==> src/rtl/cic_pkg.sv <==
package cic_pkg;
  localparam int GRP_W  = 8;
  localparam int ADDR_W = 3;
  localparam int N_TMR  = 2;

  typedef enum logic [ADDR_W-1:0] {
    OFS_L0_STAT = 3'd0,
    OFS_L0_MASK = 3'd1,
    OFS_L1_STAT = 3'd2,
    OFS_L1_MASK = 3'd3,
    OFS_MP_STAT = 3'd4,
    OFS_MP_RT0  = 3'd5,
    OFS_MP_RT1  = 3'd6,
    OFS_TCLR    = 3'd7
  } cic_ofs_e;

  typedef logic [GRP_W-1:0] grp_t;
endpackage

==> src/rtl/cic_sync.sv <==
module cic_sync #(
  parameter int W = 8
) (
  input  logic         clk,
  input  logic         rst,
  input  logic [W-1:0] d,
  output logic [W-1:0] q
);
  logic [W-1:0] meta;

  always_ff @(posedge clk) begin
    if (rst) begin
      meta <= '0;
      q    <= '0;
    end else begin
      meta <= d;
      q    <= meta;
    end
  end
endmodule

==> src/rtl/cic_timer_latch.sv <==
module cic_timer_latch #(
  parameter int N = 2
) (
  input  logic         clk,
  input  logic         rst,
  input  logic [N-1:0] req,
  input  logic [N-1:0] clr,
  output logic [N-1:0] flag
);
  logic [N-1:0] req_s;
  logic [N-1:0] req_prev;
  logic [N-1:0] rise;

  cic_sync #(.W(N)) u_sync (.clk(clk), .rst(rst), .d(req), .q(req_s));

  always_ff @(posedge clk) begin
    if (rst) req_prev <= '0;
    else     req_prev <= req_s;
  end

  assign rise = req_s & ~req_prev;

  for (genvar i = 0; i < N; i++) begin : g_flag
    always_ff @(posedge clk) begin
      if (rst)         flag[i] <= 1'b0;
      else if (rise[i]) flag[i] <= 1'b1;
      else if (clr[i])  flag[i] <= 1'b0;
    end

    assert_sticky_R8: assert property (@(posedge clk) disable iff (rst)
      (flag[i] && !clr[i]) |=> flag[i]);

    assert_clear_R9: assert property (@(posedge clk) disable iff (rst)
      (clr[i] && !rise[i]) |=> !flag[i]);

    assert_edge_wins_R9: assert property (@(posedge clk) disable iff (rst)
      rise[i] |=> flag[i]);
  end
endmodule

==> src/rtl/cic_regs.sv <==
module cic_regs
  import cic_pkg::*;
#(
  parameter int N = 2
) (
  input  logic              clk,
  input  logic              rst,
  input  logic              wr,
  input  logic [ADDR_W-1:0] addr,
  input  logic [GRP_W-1:0]  wdata,
  input  grp_t              stat_l0,
  input  grp_t              stat_l1,
  input  grp_t              stat_mp,
  output grp_t              mask_l0,
  output grp_t              mask_l1,
  output grp_t              route0,
  output grp_t              route1,
  output logic [N-1:0]      tclr,
  output logic [GRP_W-1:0]  rdata
);
  always_ff @(posedge clk) begin
    if (rst) begin
      mask_l0 <= '0;
      mask_l1 <= '0;
      route0  <= '0;
      route1  <= '0;
    end else if (wr) begin
      case (cic_ofs_e'(addr))
        OFS_L0_MASK: mask_l0 <= wdata;
        OFS_L1_MASK: mask_l1 <= wdata;
        OFS_MP_RT0:  route0  <= wdata;
        OFS_MP_RT1:  route1  <= wdata;
        default: ;
      endcase
    end
  end

  assign tclr = (wr && cic_ofs_e'(addr) == OFS_TCLR) ? wdata[N-1:0] : '0;

  always_comb begin
    case (cic_ofs_e'(addr))
      OFS_L0_STAT: rdata = stat_l0;
      OFS_L0_MASK: rdata = mask_l0;
      OFS_L1_STAT: rdata = stat_l1;
      OFS_L1_MASK: rdata = mask_l1;
      OFS_MP_STAT: rdata = stat_mp;
      OFS_MP_RT0:  rdata = route0;
      OFS_MP_RT1:  rdata = route1;
      default:     rdata = '0;
    endcase
  end

  assert_mask_write_R3: assert property (@(posedge clk) disable iff (rst)
    (wr && cic_ofs_e'(addr) == OFS_L0_MASK) |=> (mask_l0 == $past(wdata)));

  assert_ro_write_R10: assert property (@(posedge clk) disable iff (rst)
    (wr && (cic_ofs_e'(addr) == OFS_L0_STAT || cic_ofs_e'(addr) == OFS_MP_STAT))
      |=> ($stable(mask_l0) && $stable(mask_l1) && $stable(route0) && $stable(route1)));

  always_comb begin
    if (!rst && cic_ofs_e'(addr) == OFS_TCLR)
      assert_wo_reads_zero_R10: assert (rdata == '0);
  end
endmodule

==> src/rtl/cascade_irq_ctrl.sv <==
module cascade_irq_ctrl
  import cic_pkg::*;
#(
  parameter int CASC0_BIT = 2,
  parameter int CASC1_BIT = 3
) (
  input  logic              clk,
  input  logic              rst,
  input  logic [GRP_W-1:0]  src_l0,
  input  logic [GRP_W-1:0]  src_l1,
  input  logic [GRP_W-1:0]  src_map,
  input  logic [N_TMR-1:0]  tmr_req,
  input  logic [ADDR_W-1:0] reg_addr,
  input  logic              reg_wr,
  input  logic [GRP_W-1:0]  reg_wdata,
  output logic [GRP_W-1:0]  reg_rdata,
  output logic              irq_l0,
  output logic              irq_l1,
  output logic [N_TMR-1:0]  irq_tmr
);
  grp_t l0_s, l1_s, mp_s;
  grp_t stat_l0, stat_l1;
  grp_t mask_l0, mask_l1, route0, route1;
  logic [N_TMR-1:0] tclr;
  logic casc0, casc1;

  cic_sync #(.W(GRP_W)) u_sync_l0 (.clk(clk), .rst(rst), .d(src_l0),  .q(l0_s));
  cic_sync #(.W(GRP_W)) u_sync_l1 (.clk(clk), .rst(rst), .d(src_l1),  .q(l1_s));
  cic_sync #(.W(GRP_W)) u_sync_mp (.clk(clk), .rst(rst), .d(src_map), .q(mp_s));

  assign casc0 = |(mp_s & route0);
  assign casc1 = |(mp_s & route1);

  always_comb begin
    stat_l0 = l0_s;
    stat_l1 = l1_s;
    stat_l0[CASC0_BIT] = l0_s[CASC0_BIT] | casc0;
    stat_l1[CASC1_BIT] = l1_s[CASC1_BIT] | casc1;
  end

  cic_regs #(.N(N_TMR)) u_regs (
    .clk(clk), .rst(rst), .wr(reg_wr), .addr(reg_addr), .wdata(reg_wdata),
    .stat_l0(stat_l0), .stat_l1(stat_l1), .stat_mp(mp_s),
    .mask_l0(mask_l0), .mask_l1(mask_l1), .route0(route0), .route1(route1),
    .tclr(tclr), .rdata(reg_rdata)
  );

  cic_timer_latch #(.N(N_TMR)) u_tmr (
    .clk(clk), .rst(rst), .req(tmr_req), .clr(tclr), .flag(irq_tmr)
  );

  always_ff @(posedge clk) begin
    if (rst) begin
      irq_l0 <= 1'b0;
      irq_l1 <= 1'b0;
    end else begin
      irq_l0 <= |(stat_l0 & mask_l0);
      irq_l1 <= |(stat_l1 & mask_l1);
    end
  end

  assert_l0_line_R4: assert property (@(posedge clk) disable iff (rst)
    (mask_l0 == '0) |=> !irq_l0);

  assert_l1_line_R5: assert property (@(posedge clk) disable iff (rst)
    (mask_l1 == '0) |=> !irq_l1);

  assert_cascade_R7: assert property (@(posedge clk) disable iff (rst)
    (casc0 && mask_l0[CASC0_BIT]) |=> irq_l0);
endmodule

==> config.mk <==
export PLATFORM = sky130hd
export DESIGN_NAME = cascade_irq_ctrl
export DESIGN_NICKNAME = d
export VERILOG_FILES = /design/src/rtl/cic_pkg.sv /design/src/rtl/cic_sync.sv /design/src/rtl/cic_timer_latch.sv /design/src/rtl/cic_regs.sv /design/src/rtl/cascade_irq_ctrl.sv
export SDC_FILE = /design/constraint.sdc
export NUM_CORES = 1
export LEC_CHECK = 0
export BUFFER_PORTS_ARGS = -buffer_cell sky130_fd_sc_hd__clkbuf_2
export CORE_MARGIN = 2
export CORE_UTILIZATION = 40
export CTS_CLUSTER_DIAMETER = 60
export DETAILED_ROUTE_END_ITERATION = 12
export PLACE_DENSITY = 0.71
export SLEW_MARGIN = 5
export SYNTH_ARGS = -nofsm -noshare
export SYNTH_HDL_FRONTEND = slang
export SYNTH_SLANG_ARGS = --single-unit
==> constraint.sdc <==
create_clock -name clk -period 3.6 [get_ports clk]
set_input_delay 0.72 -clock clk [delete_from_list [all_inputs] [get_ports clk]]
set_output_delay 0.72 -clock clk [all_outputs]
set_load 0.05 [all_outputs]
==> results of run 1 <==
==> cells in the mapped netlist <==
cell type / instances
a31o_1: 1
buf_2: 5
nor2_1: 17
o21ai_0: 4
a221oi_1: 2
inv_1: 1
nand4b_1: 1
nor2b_1: 60
buf_6: 2
mux2_2: 3
mux4_1: 1
nor2_2: 1
nand2b_1: 2
o21a_1: 2
a222oi_1: 3
nor3b_1: 1
nand3_1: 6
a31o_2: 2
nor3_1: 1
mux2_4: 1
buf_1: 2
and4b_1: 1
o22ai_1: 1
and2b_1: 2
o2bb2ai_1: 1
and4_1: 1
a21oi_1: 32
clkbuf_1: 8
a22oi_1: 7
mux2i_1: 19
o221ai_1: 3
buf_4: 2
nand2_1: 57
dfxtp_1: 90
o31ai_1: 1
a32oi_1: 2
a22o_1: 7
a31oi_1: 2
==> per-stage QoR <==
stage	power, mW	util [%]	instance area (um2)
2_1_floorplan	1.17	-	3390
3_3_place_gp	1.23	45.3	3730
3_5_place_dp	1.23	45.3	3730
4_1_cts	1.82	47.4	3890
5_1_grt	1.88	47.4	3890
6_report	1.81	47.4	3890
==> cell usage in the layout, fill, tap and decap left out, drive strengths merged, types with 2 or more instances in the layout <==
master,instances
o221ai,3
o21a,2
a32oi,2
clkinvlp,3
and2b,2
nand3,6
a22o,7
clkbuf,61
nor2b,60
o21ai,4
mux2,4
nand2b,2
a31o,3
a22oi,7
inv,2
a221oi,2
a21oi,32
clkinv,2
nand2,57
mux2i,19
buf,5
a31oi,2
nor2,18
dfxtp,90
a222oi,3
==> worst max path at each step <==
stage	start	slack [ns]	endpoint	cells after the start
3_3_place_gp	reg_addr[2]	0.58	reg_rdata[2]	6
5_1_grt	reg_addr[2]	0.38	reg_rdata[2]	6
3_5_place_dp	reg_addr[2]	0.52	reg_rdata[2]	6
6_report	reg_addr[2]	0.51	reg_rdata[2]	6
4_1_cts	reg_addr[2]	0.51	reg_rdata[2]	6
2_1_floorplan	reg_addr[2]	0.35	reg_rdata[2]	5
==> routing by layer <==
metal  up-vias  wire length (um)  GRT usage [%]
li1       1307                 -              -
met1      1265              3740           25.4
met2       119              3650           27.7
met3        18               618           5.72
met4         0               227           8.69
met5         -                 0              0
==> worst max-delay path: cells and delay by family <==
kind / cells / cell delay [ns]
buffers and inverters: 2 / 0.65
AND/OR/NAND/NOR: 2 / 0.47
AO/OA/AOI/OAI: 2 / 0.52
==> cell families after synthesis <==
kind of cell           Yosys count  synth area share, %
and+or+nand+nor                150                 22.3
DFF                             90                 53.2
muxes                           24                 7.83
buffers and inverters           20                 3.06
AOI/OAI and AO/OA               70                 13.6
==> final cells by class <==
| type | instances | area [um2] |
|---|---|---|
| clock buffers | 10 | 128 |
| clock inverters | 6 | 41.3 |
| fillers | 819 | 4320 |
| inverters | 1 | 3.75 |
| multi-input cells | 244 | 1480 |
| flip-flops and latches | 90 | 1800 |
| well taps | 105 | 131 |
| repair buffers | 56 | 305 |
==> power by group through the flow <==
stage	clock, mW	combinational (mW)	sequential (mW)
after global placement	0	0.153	1.07
after floorplan	0	0.100	1.07
after detailed placement	0	0.155	1.08
after CTS	0.614	0.156	1.05
final	0.603	0.155	1.05
after global routing	0.655	0.171	1.06
==> flip-flops by register name, summed over array words and instances, names as in the netlist <==
| signal | count |
|---|---|
| u_tmr.req_prev | 2 |
| u_sync_l1.meta | 8 |
| u_tmr.u_sync.q | 2 |
| u_sync_mp.meta | 8 |
| u_regs.mask_l1 | 8 |
| u_regs.mask_l0 | 8 |
| irq_l0 | 1 |
| u_sync_l0.meta | 8 |
| u_regs.route0 | 8 |
| u_sync_l1.q | 8 |
| u_tmr.flag | 2 |
| u_tmr.u_sync.meta | 2 |
| u_sync_l0.q | 8 |
| u_regs.route1 | 8 |
| irq_l1 | 1 |
| u_sync_mp.q | 8 |
==> results.json, run 1 <==
{
  "p_leak_nw": 1.52,
  "dieArea_mm2": 0.00923,
  "crit_chain": "clkbuf_2 > nor2b_1 > a22o_1 > nor3_1 > o31ai_1 > clkbuf_2",
  "num_antenna_cells": 0,
  "arrival_ns": 2.37,
  "worstHoldStart": "u_tmr.u_sync.meta[0]",
  "die_h_um": 96.1,
  "final-setup-viol-count": 0,
  "internal-power_mw": 1.34,
  "portBuffers": 51,
  "final.setup_skew_ns": 0.00842,
  "r2r-end": "irq_l1",
  "cts_root_buf": "clkbuf_8",
  "postSynthAreaPerCell_um2": 9.57,
  "slowest_stage": "nor2b_1",
  "peakVddDrop_uv": 294,
  "nets": 442,
  "start_util_pct": 41.3,
  "clock.fmax_ghz": 0.324,
  "rsz0062_at_grt": "no",
  "h-tree-depth": 3,
  "reg2reg_depth": 4,
  "firstDrtPassIters": 5,
  "slew_headroom_pct": 47.5,
  "grt_use_total_pct": 18.9,
  "clk_pin_slew_ns": 0.09,
  "ys_seq_elements": 90,
  "numCtsBuffers": 9,
  "cap_violations": 0,
  "p_clk_share_pct": 33.3,
  "drc": 0,
  "max_stage_delay_ns": 0.41,
  "syn_nets": 394,
  "hold_buffers": 0,
  "holdWs_ns": 0.439,
  "synth_seq_area_share_pct": 53.2,
  "setup_tns_ns": 0,
  "wl_per_cell_um": 16.1,
  "finalNonFillerCells": 512,
  "overflow": 0,
  "clock_latency_ns": 0.36,
  "numPlacedInstances": 496,
  "worstMarginPinSlew_ns": 0.788,
  "drt_iter0_markers": 216,
  "ys.warnings.count": 0,
  "hpwl_mm": 5.97,
  "sw_frac_of_total_pct": 25.7,
  "critical_path_class": "input pin to output pin",
  "ant_nets": 0,
  "fp-row-count": 33,
  "post_cts_buffers": 0,
  "die_width_um": 96.1,
  "first_global_vias": 2475,
  "place_congestion": 0.987,
  "fin_crit_sh_pct": 85.7,
  "grt_max_degree": 53,
  "cp.required_ns": 2.88,
  "place_ws_ns": 0.518,
  "io_pins": 52,
  "hold_path_end": "u_tmr.u_sync.q[0]",
  "p_comb_share_pct": 8.6,
  "antenna_found_initial": 0,
  "numClockSinks": 90,
  "drive_gt1_share_pct": 19.2,
  "netlist_area_mm2": 0.00339,
  "synth_cells": 354,
  "holdPathStages": 1,
  "hold_path_class": "register to register",
  "cts_max_path_buffers": 2,
  "end_kind": "output pin",
  "fin_crit_ns": 3.09,
  "finalWirelength_mm": 8.24,
  "core_region_area_mm2": 0.00822,
  "grt_pass1_wl_mm": 12.7,
  "cp_common_cell": "clkbuf_2",
  "yosysTopAreaCellShare_pct": 53.2,
  "seqPwrFrac_pct": 58.1,
  "hold_viol": 0,
  "ctsResizeCount": 0,
  "tritoncts": "done",
  "synth_cell_types": 38,
  "switching_power_uw": 465,
  "critPathLaunchType": "input pin",
  "vias_per_cell": 5.29,
  "r2r-start": "u_sync_mp.q[5]",
  "reg2reg_slack_ns": 2.20,
  "finalWorstSetupSlack_ns": 0.514,
  "synth_area_leaders": "dfxtp_1 (53%), nor2b_1 (11%), nand2_1 (6.3%)",
  "status": "complete, no violations",
  "syn_to_final_growth_pct": 14.9,
  "worstPathMaxFanout": 22,
  "via_count": 2709,
  "p_per_area_mw_per_mm2": 465,
  "slew_violations": 0,
  "synth_top_area_cell": "dfxtp_1"
}
Note: power is estimated with default switching activity, not from simulation.
==> run 2, diff against run 1 <==
Settings changed: CORE_MARGIN 2 to 5, RECOVER_POWER set to 100.
==> results.json, run 2 (synthesis gave the netlist of run 1 again) <==
{
  "switching_power_uw": 461,
  "setup_tns_ns": 0,
  "grt_max_degree": 54,
  "nets": 441,
  "io_pins": 52,
  "post_cts_buffers": 0,
  "slew_headroom_pct": -1.64,
  "overflow": 0,
  "met3_usage_pct": 4.10,
  "place_ws_ns": 0.500,
  "dieArea_mm2": 0.0104,
  "p_clk_share_pct": 42.4,
  "cts_max_path_buffers": 2,
  "grt_use_total_pct": 16.7,
  "ant_nets": 0,
  "h-tree-depth": 3,
  "failed_checks": "capacitance limit, slew limit",
  "reg2reg_slack_ns": 2.21,
  "first_global_vias": 2506,
  "reg2reg_depth": 4,
  "hold_buffers": 0,
  "p_leak_nw": 1.52,
  "rsz0062_at_grt": "no",
  "drt_iter0_markers": 196,
  "fin_util_pct": 48.0,
  "core_region_area_mm2": 0.00822,
  "worstMarginPinSlew_ns": 1.52,
  "grt_busiest_layer": "met2",
  "arrival_ns": 2.55,
  "cp.required_ns": 2.88,
  "cts_root_buf": "clkbuf_8",
  "fin_crit_ns": 3.27,
  "crit_end": "reg_rdata[2]",
  "drc": 0,
  "numCtsBuffers": 9,
  "tritoncts": "done",
  "internal-power_mw": 1.62,
  "vias_per_cell": 5.20,
  "hold_viol": 0,
  "mostFrequentLayoutCells": "dfxtp_1 (90), nor2b_1 (60), nand2_1 (57), clkbuf_2 (39), a21oi_1 (32)",
  "die_width_um": 102,
  "p_per_area_mw_per_mm2": 529,
  "die_h_um": 102,
  "seq_area_mm2": 0.00180,
  "critical_path_class": "input pin to output pin",
  "status": "finished with violations",
  "firstDrtPassIters": 5,
  "peakVddDrop_uv": 257,
  "drive_gt1_share_pct": 15.3,
  "via_count": 2656,
  "wl_per_cell_um": 16.4,
  "final-setup-viol-count": 0,
  "r2r-start": "u_sync_mp.q[7]",
  "numClockSinks": 90,
  "slew_violations": 40,
  "ctsResizeCount": 0,
  "syn_to_final_growth_pct": 16.4,
  "fin_crit_sh_pct": 91.0,
  "sw_frac_of_total_pct": 22.1,
  "p_comb_share_pct": 7.2,
  "hpwl_mm": 6.21,
  "r2r-end": "irq_l1",
  "place_congestion": 0.955,
  "finalWorstSetupSlack_ns": 0.325,
  "mostFrequentLayoutCell": "dfxtp_1",
  "holdWs_ns": 0.440,
  "multi_input_area_mm2": 0.00148,
  "antenna_found_initial": 0,
  "seqPwrFrac_pct": 50.4,
  "grtUsageMet2_pct": 25.1,
  "fp-row-count": 33,
  "num_antenna_cells": 0,
  "start_util_pct": 41.3,
  "gr-usage-met1_pct": 23.6,
  "critPathLaunchType": "input pin",
  "clk_pin_slew_ns": 0.08,
  "grt_pass1_wl_mm": 13.2,
  "hold_path_class": "register to register",
  "finalWirelength_mm": 8.39,
  "end_kind": "output pin",
  "cap_violations": 1,
  "portBuffers": 51,
  "clock.fmax_ghz": 0.305,
  "final.setup_skew_ns": 0.00776,
  "num-fill-cells": 784,
  "crit_start": "reg_addr[2]",
  "worstPathMaxFanout": 22,
  "clock_latency_ns": 0.35
}
[run 2: how the worst min path moves through the flow]
stage / startpoint / end / slack, ns / depth (start not counted)
after floorplan: u_sync_l0.meta[0] / u_sync_l0.q[0] / 0.41 / 1
after global placement: u_tmr.u_sync.meta[0] / u_tmr.u_sync.q[0] / 0.42 / 1
after detailed placement: u_sync_l1.meta[2] / u_sync_l1.q[2] / 0.42 / 1
after CTS: u_sync_l1.meta[2] / u_sync_l1.q[2] / 0.44 / 1
after global routing: u_sync_l0.meta[5] / u_sync_l0.q[5] / 0.46 / 1
final: u_sync_l1.meta[2] / u_sync_l1.q[2] / 0.44 / 1
[run 2: through the flow]
step	power (mW)	instance area, um2	cells
6_report	2.09	3950	511
5_1_grt	2.17	3950	511
4_1_cts	2.11	3980	511
3_5_place_dp	1.23	3720	495
3_3_place_gp	1.23	3720	495
2_1_floorplan	1.17	3390	354
[run 2: routing by layer]
metal | wire length (um) | part of all wire (%) | up-vias
met3 | 601 | 7.2 | 10
met5 | 0 | 0 | -
met1 | 3980 | 47 | 1240
met4 | 134 | 1.6 | 0
li1 | - | - | 1306
met2 | 3680 | 44 | 100
[run 2: critical path, stage by stage]
cell and delay (ns):
clkbuf_2 0.32, nor2b_1 0.44, a22o_1 0.22, nor3_1 0.06, o31ai_1 0.29, clkbuf_1 0.51
[run 2: cell type report]
| class | count | share of cell area, % |
|---|---|---|
| multi-input cells | 244 | 37.5 |
| clock buffers | 10 | 3.23 |
| well taps | 105 | 3.33 |
| inverters | 1 | 0.0951 |
| clock inverters | 6 | 3.49 |
| flip-flops and latches | 90 | 45.7 |
| repair buffers | 55 | 6.66 |
[run 2: power by group through the flow]
stage,Combinational [mW],Clock (mW),Sequential (mW)
2_1_floorplan,0.100,0,1.07
3_3_place_gp,0.153,0,1.07
3_5_place_dp,0.154,0,1.08
4_1_cts,0.155,0.903,1.05
5_1_grt,0.165,0.947,1.06
6_report,0.150,0.884,1.05
